<file path="src/rtl/adc_seq_pkg.sv">
package adc_seq_pkg;

    typedef enum logic [1:0] {
        ST_IDLE = 2'd0,
        ST_ACQ  = 2'd1,
        ST_CONV = 2'd2,
        ST_GAP  = 2'd3
    } seq_state_e;

    localparam int ACQ_MAX_TAD = 20;

    // Acquisition length in ticks for each 3-bit code.
    function automatic int acq_tads(input logic [2:0] code);
        case (code)
            3'd0:    return 0;
            3'd1:    return 2;
            3'd2:    return 4;
            3'd3:    return 6;
            3'd4:    return 8;
            3'd5:    return 12;
            3'd6:    return 16;
            default: return ACQ_MAX_TAD;
        endcase
    endfunction

endpackage

</file>
<file path="src/rtl/adc_sar_step.sv">
module adc_sar_step #(
    parameter int RES_W = 10,
    parameter int IDX_W = 4
) (
    input  logic [RES_W-1:0] sar_i,
    input  logic [IDX_W-1:0] idx_i,
    input  logic             cmp_i,
    output logic [RES_W-1:0] sar_o
);

    // Keep or drop the bit under trial, then place the next trial bit.
    always_comb begin
        sar_o = sar_i;
        if (!cmp_i) begin
            sar_o[idx_i] = 1'b0;
        end
        if (idx_i != '0) begin
            sar_o[idx_i - 1'b1] = 1'b1;
        end
    end

endmodule

</file>
<file path="src/rtl/adc_trig_qual.sv">
module adc_trig_qual #(
    parameter int              MODE_W    = 4,
    parameter logic [MODE_W-1:0] TRIG_MODE = 4'b1011
) (
    input  logic              clk,
    input  logic              rst_n,
    input  logic              trig_i,
    input  logic [MODE_W-1:0] mode_i,
    input  logic              en_i,
    output logic              take_o,
    output logic              timer_rst_o
);

    logic hit;
    logic timer_rst_d, timer_rst_q;

    always_comb begin
        hit         = trig_i && (mode_i == TRIG_MODE);
        take_o      = hit && en_i;
        timer_rst_d = hit;
    end

    always_ff @(posedge clk or negedge rst_n) begin
        if (!rst_n) begin
            timer_rst_q <= 1'b0;
        end else begin
            timer_rst_q <= timer_rst_d;
        end
    end

    assign timer_rst_o = timer_rst_q;

endmodule

</file>
<file path="src/rtl/adc_seq.sv">
module adc_seq
    import adc_seq_pkg::*;
#(
    parameter int         RES_W     = 10,
    parameter int         GAP_TAD   = 2,
    parameter logic [3:0] TRIG_MODE = 4'b1011
) (
    input  logic             clk,
    input  logic             rst_n,
    input  logic             tad_tick_i,
    input  logic             cmp_i,
    input  logic             ctrl_wr_i,
    input  logic             ctrl_enable_i,
    input  logic             ctrl_start_i,
    input  logic [2:0]       ctrl_acq_i,
    input  logic             res_wr_i,
    input  logic [RES_W-1:0] res_wdata_i,
    input  logic             flag_clr_i,
    input  logic             trig_pulse_i,
    input  logic [3:0]       trig_mode_i,
    output logic             go_o,
    output logic             en_o,
    output logic             busy_o,
    output logic             hold_open_o,
    output logic [RES_W-1:0] dac_code_o,
    output logic [RES_W-1:0] result_o,
    output logic             done_flag_o,
    output logic             timer_rst_o
);

    localparam int CONV_TAD = RES_W + 1;
    localparam int CNT_MAX  = (ACQ_MAX_TAD > CONV_TAD) ? ACQ_MAX_TAD : CONV_TAD;
    localparam int CNT_W    = $clog2(CNT_MAX + 1);
    localparam int IDX_W    = (RES_W > 1) ? $clog2(RES_W) : 1;
    localparam logic [RES_W-1:0] SAR_INIT = {1'b1, {(RES_W-1){1'b0}}};

    typedef struct packed {
        seq_state_e       st;
        logic [CNT_W-1:0] cnt;
        logic [RES_W-1:0] sar;
        logic [RES_W-1:0] res;
        logic             go;
        logic             en;
        logic [2:0]       acq;
        logic             flag;
    } seq_t;

    seq_t seq_d, seq_q;

    logic             trig_take;
    logic [IDX_W-1:0] bit_idx;
    logic [RES_W-1:0] sar_next;
    logic             fin, abort, off;

    adc_trig_qual #(
        .MODE_W   (4),
        .TRIG_MODE(TRIG_MODE)
    ) u_trig (
        .clk        (clk),
        .rst_n      (rst_n),
        .trig_i     (trig_pulse_i),
        .mode_i     (trig_mode_i),
        .en_i       (seq_q.en),
        .take_o     (trig_take),
        .timer_rst_o(timer_rst_o)
    );

    assign bit_idx = IDX_W'(RES_W - 1 - int'(seq_q.cnt));

    adc_sar_step #(
        .RES_W(RES_W),
        .IDX_W(IDX_W)
    ) u_step (
        .sar_i(seq_q.sar),
        .idx_i(bit_idx),
        .cmp_i(cmp_i),
        .sar_o(sar_next)
    );

    always_comb begin
        seq_d = seq_q;
        fin   = 1'b0;
        abort = 1'b0;
        off   = 1'b0;

        // Control word write: a turn-on write never starts a run.
        if (ctrl_wr_i) begin
            seq_d.en  = ctrl_enable_i;
            seq_d.acq = ctrl_acq_i;
            if (!ctrl_enable_i) begin
                seq_d.go = 1'b0;
                off      = 1'b1;
            end else if (seq_q.en) begin
                if (ctrl_start_i) begin
                    seq_d.go = 1'b1;
                end else begin
                    seq_d.go = 1'b0;
                    abort    = (seq_q.st == ST_ACQ) || (seq_q.st == ST_CONV);
                end
            end
        end
        if (trig_take && !off) begin
            seq_d.go = 1'b1;
        end

        if (off) begin
            seq_d.st  = ST_IDLE;
            seq_d.cnt = '0;
        end else if (abort) begin
            seq_d.st  = ST_GAP;
            seq_d.cnt = '0;
        end else begin
            case (seq_q.st)
                ST_IDLE: begin
                    if (seq_d.go && seq_d.en) begin
                        seq_d.cnt = '0;
                        if (acq_tads(seq_d.acq) == 0) begin
                            seq_d.st  = ST_CONV;
                            seq_d.sar = SAR_INIT;
                        end else begin
                            seq_d.st = ST_ACQ;
                        end
                    end
                end
                ST_ACQ: begin
                    if (tad_tick_i) begin
                        if (int'(seq_q.cnt) + 1 >= acq_tads(seq_q.acq)) begin
                            seq_d.st  = ST_CONV;
                            seq_d.cnt = '0;
                            seq_d.sar = SAR_INIT;
                        end else begin
                            seq_d.cnt = seq_q.cnt + 1'b1;
                        end
                    end
                end
                ST_CONV: begin
                    if (tad_tick_i) begin
                        if (int'(seq_q.cnt) == CONV_TAD - 1) begin
                            fin        = 1'b1;
                            seq_d.res  = seq_q.sar;
                            seq_d.go   = 1'b0;
                            seq_d.flag = 1'b1;
                            seq_d.st   = ST_GAP;
                            seq_d.cnt  = '0;
                        end else begin
                            seq_d.sar = sar_next;
                            seq_d.cnt = seq_q.cnt + 1'b1;
                        end
                    end
                end
                ST_GAP: begin
                    if (tad_tick_i) begin
                        if (int'(seq_q.cnt) + 1 >= GAP_TAD) begin
                            seq_d.st  = ST_IDLE;
                            seq_d.cnt = '0;
                        end else begin
                            seq_d.cnt = seq_q.cnt + 1'b1;
                        end
                    end
                end
                default: seq_d.st = ST_IDLE;
            endcase
        end

        if (res_wr_i && !fin) begin
            seq_d.res = res_wdata_i;
        end
        if (flag_clr_i) begin
            seq_d.flag = 1'b0;
        end
    end

    always_ff @(posedge clk or negedge rst_n) begin
        if (!rst_n) begin
            seq_q <= '0;
        end else begin
            seq_q <= seq_d;
        end
    end

    assign go_o        = seq_q.go;
    assign en_o        = seq_q.en;
    assign busy_o      = (seq_q.st != ST_IDLE);
    assign hold_open_o = (seq_q.st == ST_CONV);
    assign dac_code_o  = seq_q.sar;
    assign result_o    = seq_q.res;
    assign done_flag_o = seq_q.flag;

endmodule

</file>
<file path="config.mk">
export PLATFORM = sky130hd
export DESIGN_NAME = adc_seq
export DESIGN_NICKNAME = d
export VERILOG_FILES = /design/src/rtl/adc_seq_pkg.sv /design/src/rtl/adc_sar_step.sv /design/src/rtl/adc_trig_qual.sv /design/src/rtl/adc_seq.sv
export SDC_FILE = /design/constraint.sdc
export NUM_CORES = 1
export LEC_CHECK = 0
export CORE_UTILIZATION = 40
export DETAILED_ROUTE_END_ITERATION = 10
export DONT_BUFFER_PORTS = 1
export MAX_ROUTING_LAYER = met4
export SKIP_LAST_GASP = 1
export SYNTH_ARGS = -nofsm -noshare
export SYNTH_HDL_FRONTEND = slang
export SYNTH_SLANG_ARGS = --single-unit
</file>
<file path="constraint.sdc">
create_clock -name clk -period 3.5 [get_ports clk]
set_input_delay 0.7 -clock clk [delete_from_list [all_inputs] [get_ports clk]]
set_output_delay 0.7 -clock clk [all_outputs]
set_load 0.005 [all_outputs]
</file>
======== After elaboration in Yosys (flattened, before gate mapping) ========
Index checks and enable logic that the tools add are counted.
word-level totals
  output and inout bits ................... 26
  register bits ........................... 34
  input port bits ......................... 27
  logic and storage cells ................. 147
cells by class
  muxes and demuxes ....................... 61
  equal/unequal tests ..................... 34
  reduce and logical (&&, ||, !) cells .... 28
  bitwise logic cells ..................... 5
  $add $sub $neg .......................... 4
  order comparisons ....................... 6
operator list
  kind                number
  $mux 32             8
  $pmux 5 s7          2
  $mux 10             6
  $mux 11             4
  $mux 17             2
  $ge 32x32->1        1
  $logic_not 32->1    1
  $pmux 10 s3         1
  $mux 28             1
  $pmux 7 s4          1
  $mux 1              23
  $mux 7              3
  $mux 5              4
  $eq 3x3->1 const B  6
  $ne 4x4->1 const B  4
  $ne 2x2->1 const B  7
  $reduce_bool 2->1   7
  $eq 3x2->1 const B  4
  $and 10x10->10      1
  $lt 4x5->1 const B  2
  $not 10->10         1
  $or 10x10->10       1
  $reduce_and 5->1    2
  $reduce_and 9->1    1
  other kinds (27)    45

======== Longest topological paths before layout ========
  word-level depth ........................ 16
  depth in mapped cells ................... 11
  mapped depth without buffers ............ 9

======== By module ========
Synthesis repeated with hierarchy kept, for this count alone.
second synthesis, totals
  cell total of the unflattened synthesis .. 269
  area total of the unflattened synthesis .. 2567.5 µm²
by module, submodules not included
  module         cells an instance  area each (µm²)  sequential area each (µm²)  times used
  adc_seq        227                2213.4           825.8                       1
  adc_sar_step   37                 295.3            0.0                         1
  adc_trig_qual  5                  58.8             25.0                        1

======== Worst setup path after synthesis ========
Ideal clock, no wire load.
  kind .................................... register to register
  from .................................... register seq_q[26] in the netlist's numbering
  to ...................................... register seq_q, in the netlist dac_code_o[9]
  data arrival time ....................... 2553 ps
  required time ........................... 3380 ps
  setup time .............................. 120 ps
  clock period less this slack ............ 2673 ps
  stages on the path, launching flop included .. 12
  setup slack ............................. 827 ps
  path buffers ............................ 2
  cell sequence ........................... dfrtp_1 ha_1 clkbuf_1 nand3_1 xnor2_1 ha_1 o211ai_1 a31o_2 and3_1 buf_1 o41a_1 a41o_1
on the way
  cells in the longest elaborated chain, start to end .. 13
  elaborated cells between the ends (all ways) .. 27
  those cells by class .................... add/sub: 3; order compare: 5; eq/ne: 3; mux: 9; bitwise: 3; reduce/logical: 4
ends and longest elaborated chain
  what                                                                 RTL line        RTL
  from (decl)                                                          adc_seq.sv:48   seq_t seq_d, seq_q;
  from (signal assigned)                                               adc_seq.sv:177  seq_q <= seq_d;
  parallel branches: the longest is 13 deep, another holds $lt 4x5->1  -
Parallel ways; which one is timed is not known. The select of a mux whose other input is x is not followed.
A chain may end at the register's enable or synchronous reset.

======== Worst setup path in the final report ========
Same ends and word-level chain as after synthesis.

==> metrics.yaml <==
cts:
  cts_setup_buffers: 0
  cts_resized: 0
  cts_root_buf: "clkbuf_8"
  tritoncts: "done"
  clockBufferDepth: 2
  clk_pin_slew_ns: 0.08
  hold_buffers: 0
  cts_sinks: 34
  cts_max_level: 2
  cts_buffers: 5
  clk_latency_ns: 0.30
floorplanning:
  die_width_um: 79.0
  start_util_pct: 42.2
  ios: 53
  die_area_sq_um: 6230
  core_sq_um: 5610
  num_rows: 27
  die_h_um: 79.0
timing:
  finalCriticalPeriod_ns: 2.74
  holdWs_ns: 0.0900
  fin_crit_sh_pct: 78.2
  slew_viol_final: 0
  tns_ns: 0
  rsz0062_at_grt: "no"
  final_hold_viol_count: 0
  fmax_mhz: 365
  finClkSkew_ns: 0.00705
  final-setup-viol-count: 0
  worst_pin_slew_ns: 0.765
  maxSlewHeadroom_pct: 48.8
synthesis:
  yosys.area.top_type: "dfrtp_1"
  synthFlopType: "dfrtp_1"
  synthTopCellsByArea: "dfrtp_1, ha_1, buf_4, mux2i_1, o21ai_0"
  yosysSeqAreaShare_pct: 35.9
  synthCells: 251
  yosysWarnings: 0
  avgSynthCellArea_sq_um: 9.44
  syn_area_sq_um: 2370
  synth.top_cell.area_share_pct: 35.9
  synth_nets: 293
  synthArstFlopShare_pct: 100
  ys_ff_latch: 34
  synth.distinct_cells: 53
  yosysMostFrequentCell: "dfrtp_1"
  synth_common_cells: "dfrtp_1, buf_4, nand2_1, o21ai_0, inv_1"
  synth_edf_count: 0
critical_path:
  required_ns: 3.69
  critPathMaxFanout: 10
  cp_cell_sequence: "ha_1 > nand3_1 > xnor2_1 > ha_1 > o211ai_1 > a31o_2 > and3_1 > o41a_1 > a41o_1"
  crit_type: "reg -> reg"
  crit_path_top_delay_cell: "dfrtp_1"
  crit_buf_inv: 0
  slowest_delay_ns: 0.45
  critPathTopFamily: "compound AO/OA/AOI/OAI gates"
  crit_top_cell: "ha_1"
  crit_path_end_kind: "flip-flop"
  critPathArrivalTime_ns: 2.93
  startpoint_type: "flip-flop"
  worstSetupPathDepth: 9
  r2r_cells: 9
final_layout:
  syn_to_final_growth_pct: 1.53
  fin_nets: 271
  drive_gt1_share_pct: 8.26
  utilization_pct: 42.9
  diodes: 0
global_route:
  antenna_found_initial: 0
  grt_first_pass_wirelength_um: 8400
  grt_pass1_vias: 1770
  grt_max_degree: 35
  grt_usage_pct: 18.1
  overflow: 0
power:
  p_leak_nw: 1.02
  power_mw: 1.50
  powerDensity_nw_per_um2: 624
  max-vdd-ir-drop_mv: 0.294
route:
  drt_iter0_markers: 142
  vias: 1714
  wl_per_cell_um: 16.6
  drt_first_pass_iters: 4
  drc_errors: 0
  drtAntennaViolNets: 0
  vias_per_cell: 5.68
  routed_wirelength_um: 5010
placement:
  io_buffer_count: 0
  place_congestion: 0.880
  dp_hpwl_um: 3830
flow_run:
  cap_viol_max_count: 0
run_status:
  run_status: "complete, no violations"
worst_hold_path:
  hp-class: "in -> async"
==> per-layer routing <==
layer	track usage [%]	up-vias	part of all wire [%]
met5	-	-	0
met4	7.82	0	1.5
met3	4.83	8	6.8
met2	27.1	51	44
met1	22.9	805	47
li1	-	850	-
==> cell type report <==
type                    instances  area [sq um]
clock buffers                   5          68.8
clock inverters                 3          68.8
fillers                       556          3200
inverters                      17          63.8
multi-input cells             170          1250
flip-flops and latches         34           851
well taps                      72          90.1
repair buffers                  1          7.51
==> cells by family (layout without fill, tap and decap cells) <==
logic type | after synthesis | after routing | synth area share [%]
AO/OA/AOI/OAI | 69 | 69 | 20.0
XOR/XNOR | 5 | 5 | 1.85
adder cells (fa/ha/maj) | 15 | 15 | 7.92
buffers and inverters | 47 | 26 | 11.3
flip-flops | 34 | 34 | 35.9
multiplexers | 17 | 17 | 7.40
AND/OR/NAND/NOR | 64 | 64 | 15.6
==> per-stage QoR <==
stage          cell area, sq um  std cells  worst slack (ns)
2_1_floorplan              2370        251             0.827
3_3_place_gp               2270        294             0.857
3_5_place_dp               2270        294             0.770
4_1_cts                    2400        302             0.756
5_1_grt                    2400        302             0.559
6_report                   2400        302             0.761
==> flip-flops by register name (all words and copies together), names as in the netlist <==
register,flops
u_trig.timer_rst_o,1
en_o,1
seq_q,10
done_flag_o,1
go_o,1
dac_code_o,10
result_o,10
==> final timing paths <==
| check | startpoint | end | slack [ns] |
|---|---|---|---|
| hold reg to reg | done_flag_o$_DFFE_PN0P_ | done_flag_o$_DFFE_PN0P_ | 0.52 |
| min in group clk | flag_clr_i | done_flag_o$_DFFE_PN0P_ | 0.46 |
| setup reg to reg | seq_q[26]$_DFFE_PN0P_ | dac_code_o[9]$_DFFE_PN0P_ | 0.76 |
| max in group asynchronous | rst_n | result_o[4]$_DFFE_PN0P_ | 3.33 |
| hold / removal | rst_n | seq_q[30]$_DFFE_PN0P_ | 0.09 |
| setup / recovery | seq_q[26]$_DFFE_PN0P_ | dac_code_o[9]$_DFFE_PN0P_ | 0.76 |
==> cell usage in the layout, fill, tap and decap left out, types with 5 or more instances in the layout <==
cell type / instances
inv_1: 17
a21oi_1: 12
mux2i_1: 13
o21ai_0: 18
nor2_1: 8
ha_1: 15
o41ai_1: 10
dfrtp_1: 34
nand2_1: 20
nand2b_1: 6
clkbuf_8: 5
==> where the power goes <==
part | internal (mW) | switching, mW | total, mW
combinational | 0.206 | 0.344 | 0.550
sequential | 0.442 | 0.0586 | 0.501
clock | 0.286 | 0.164 | 0.449
Note: power is estimated with default switching activity, not from simulation.
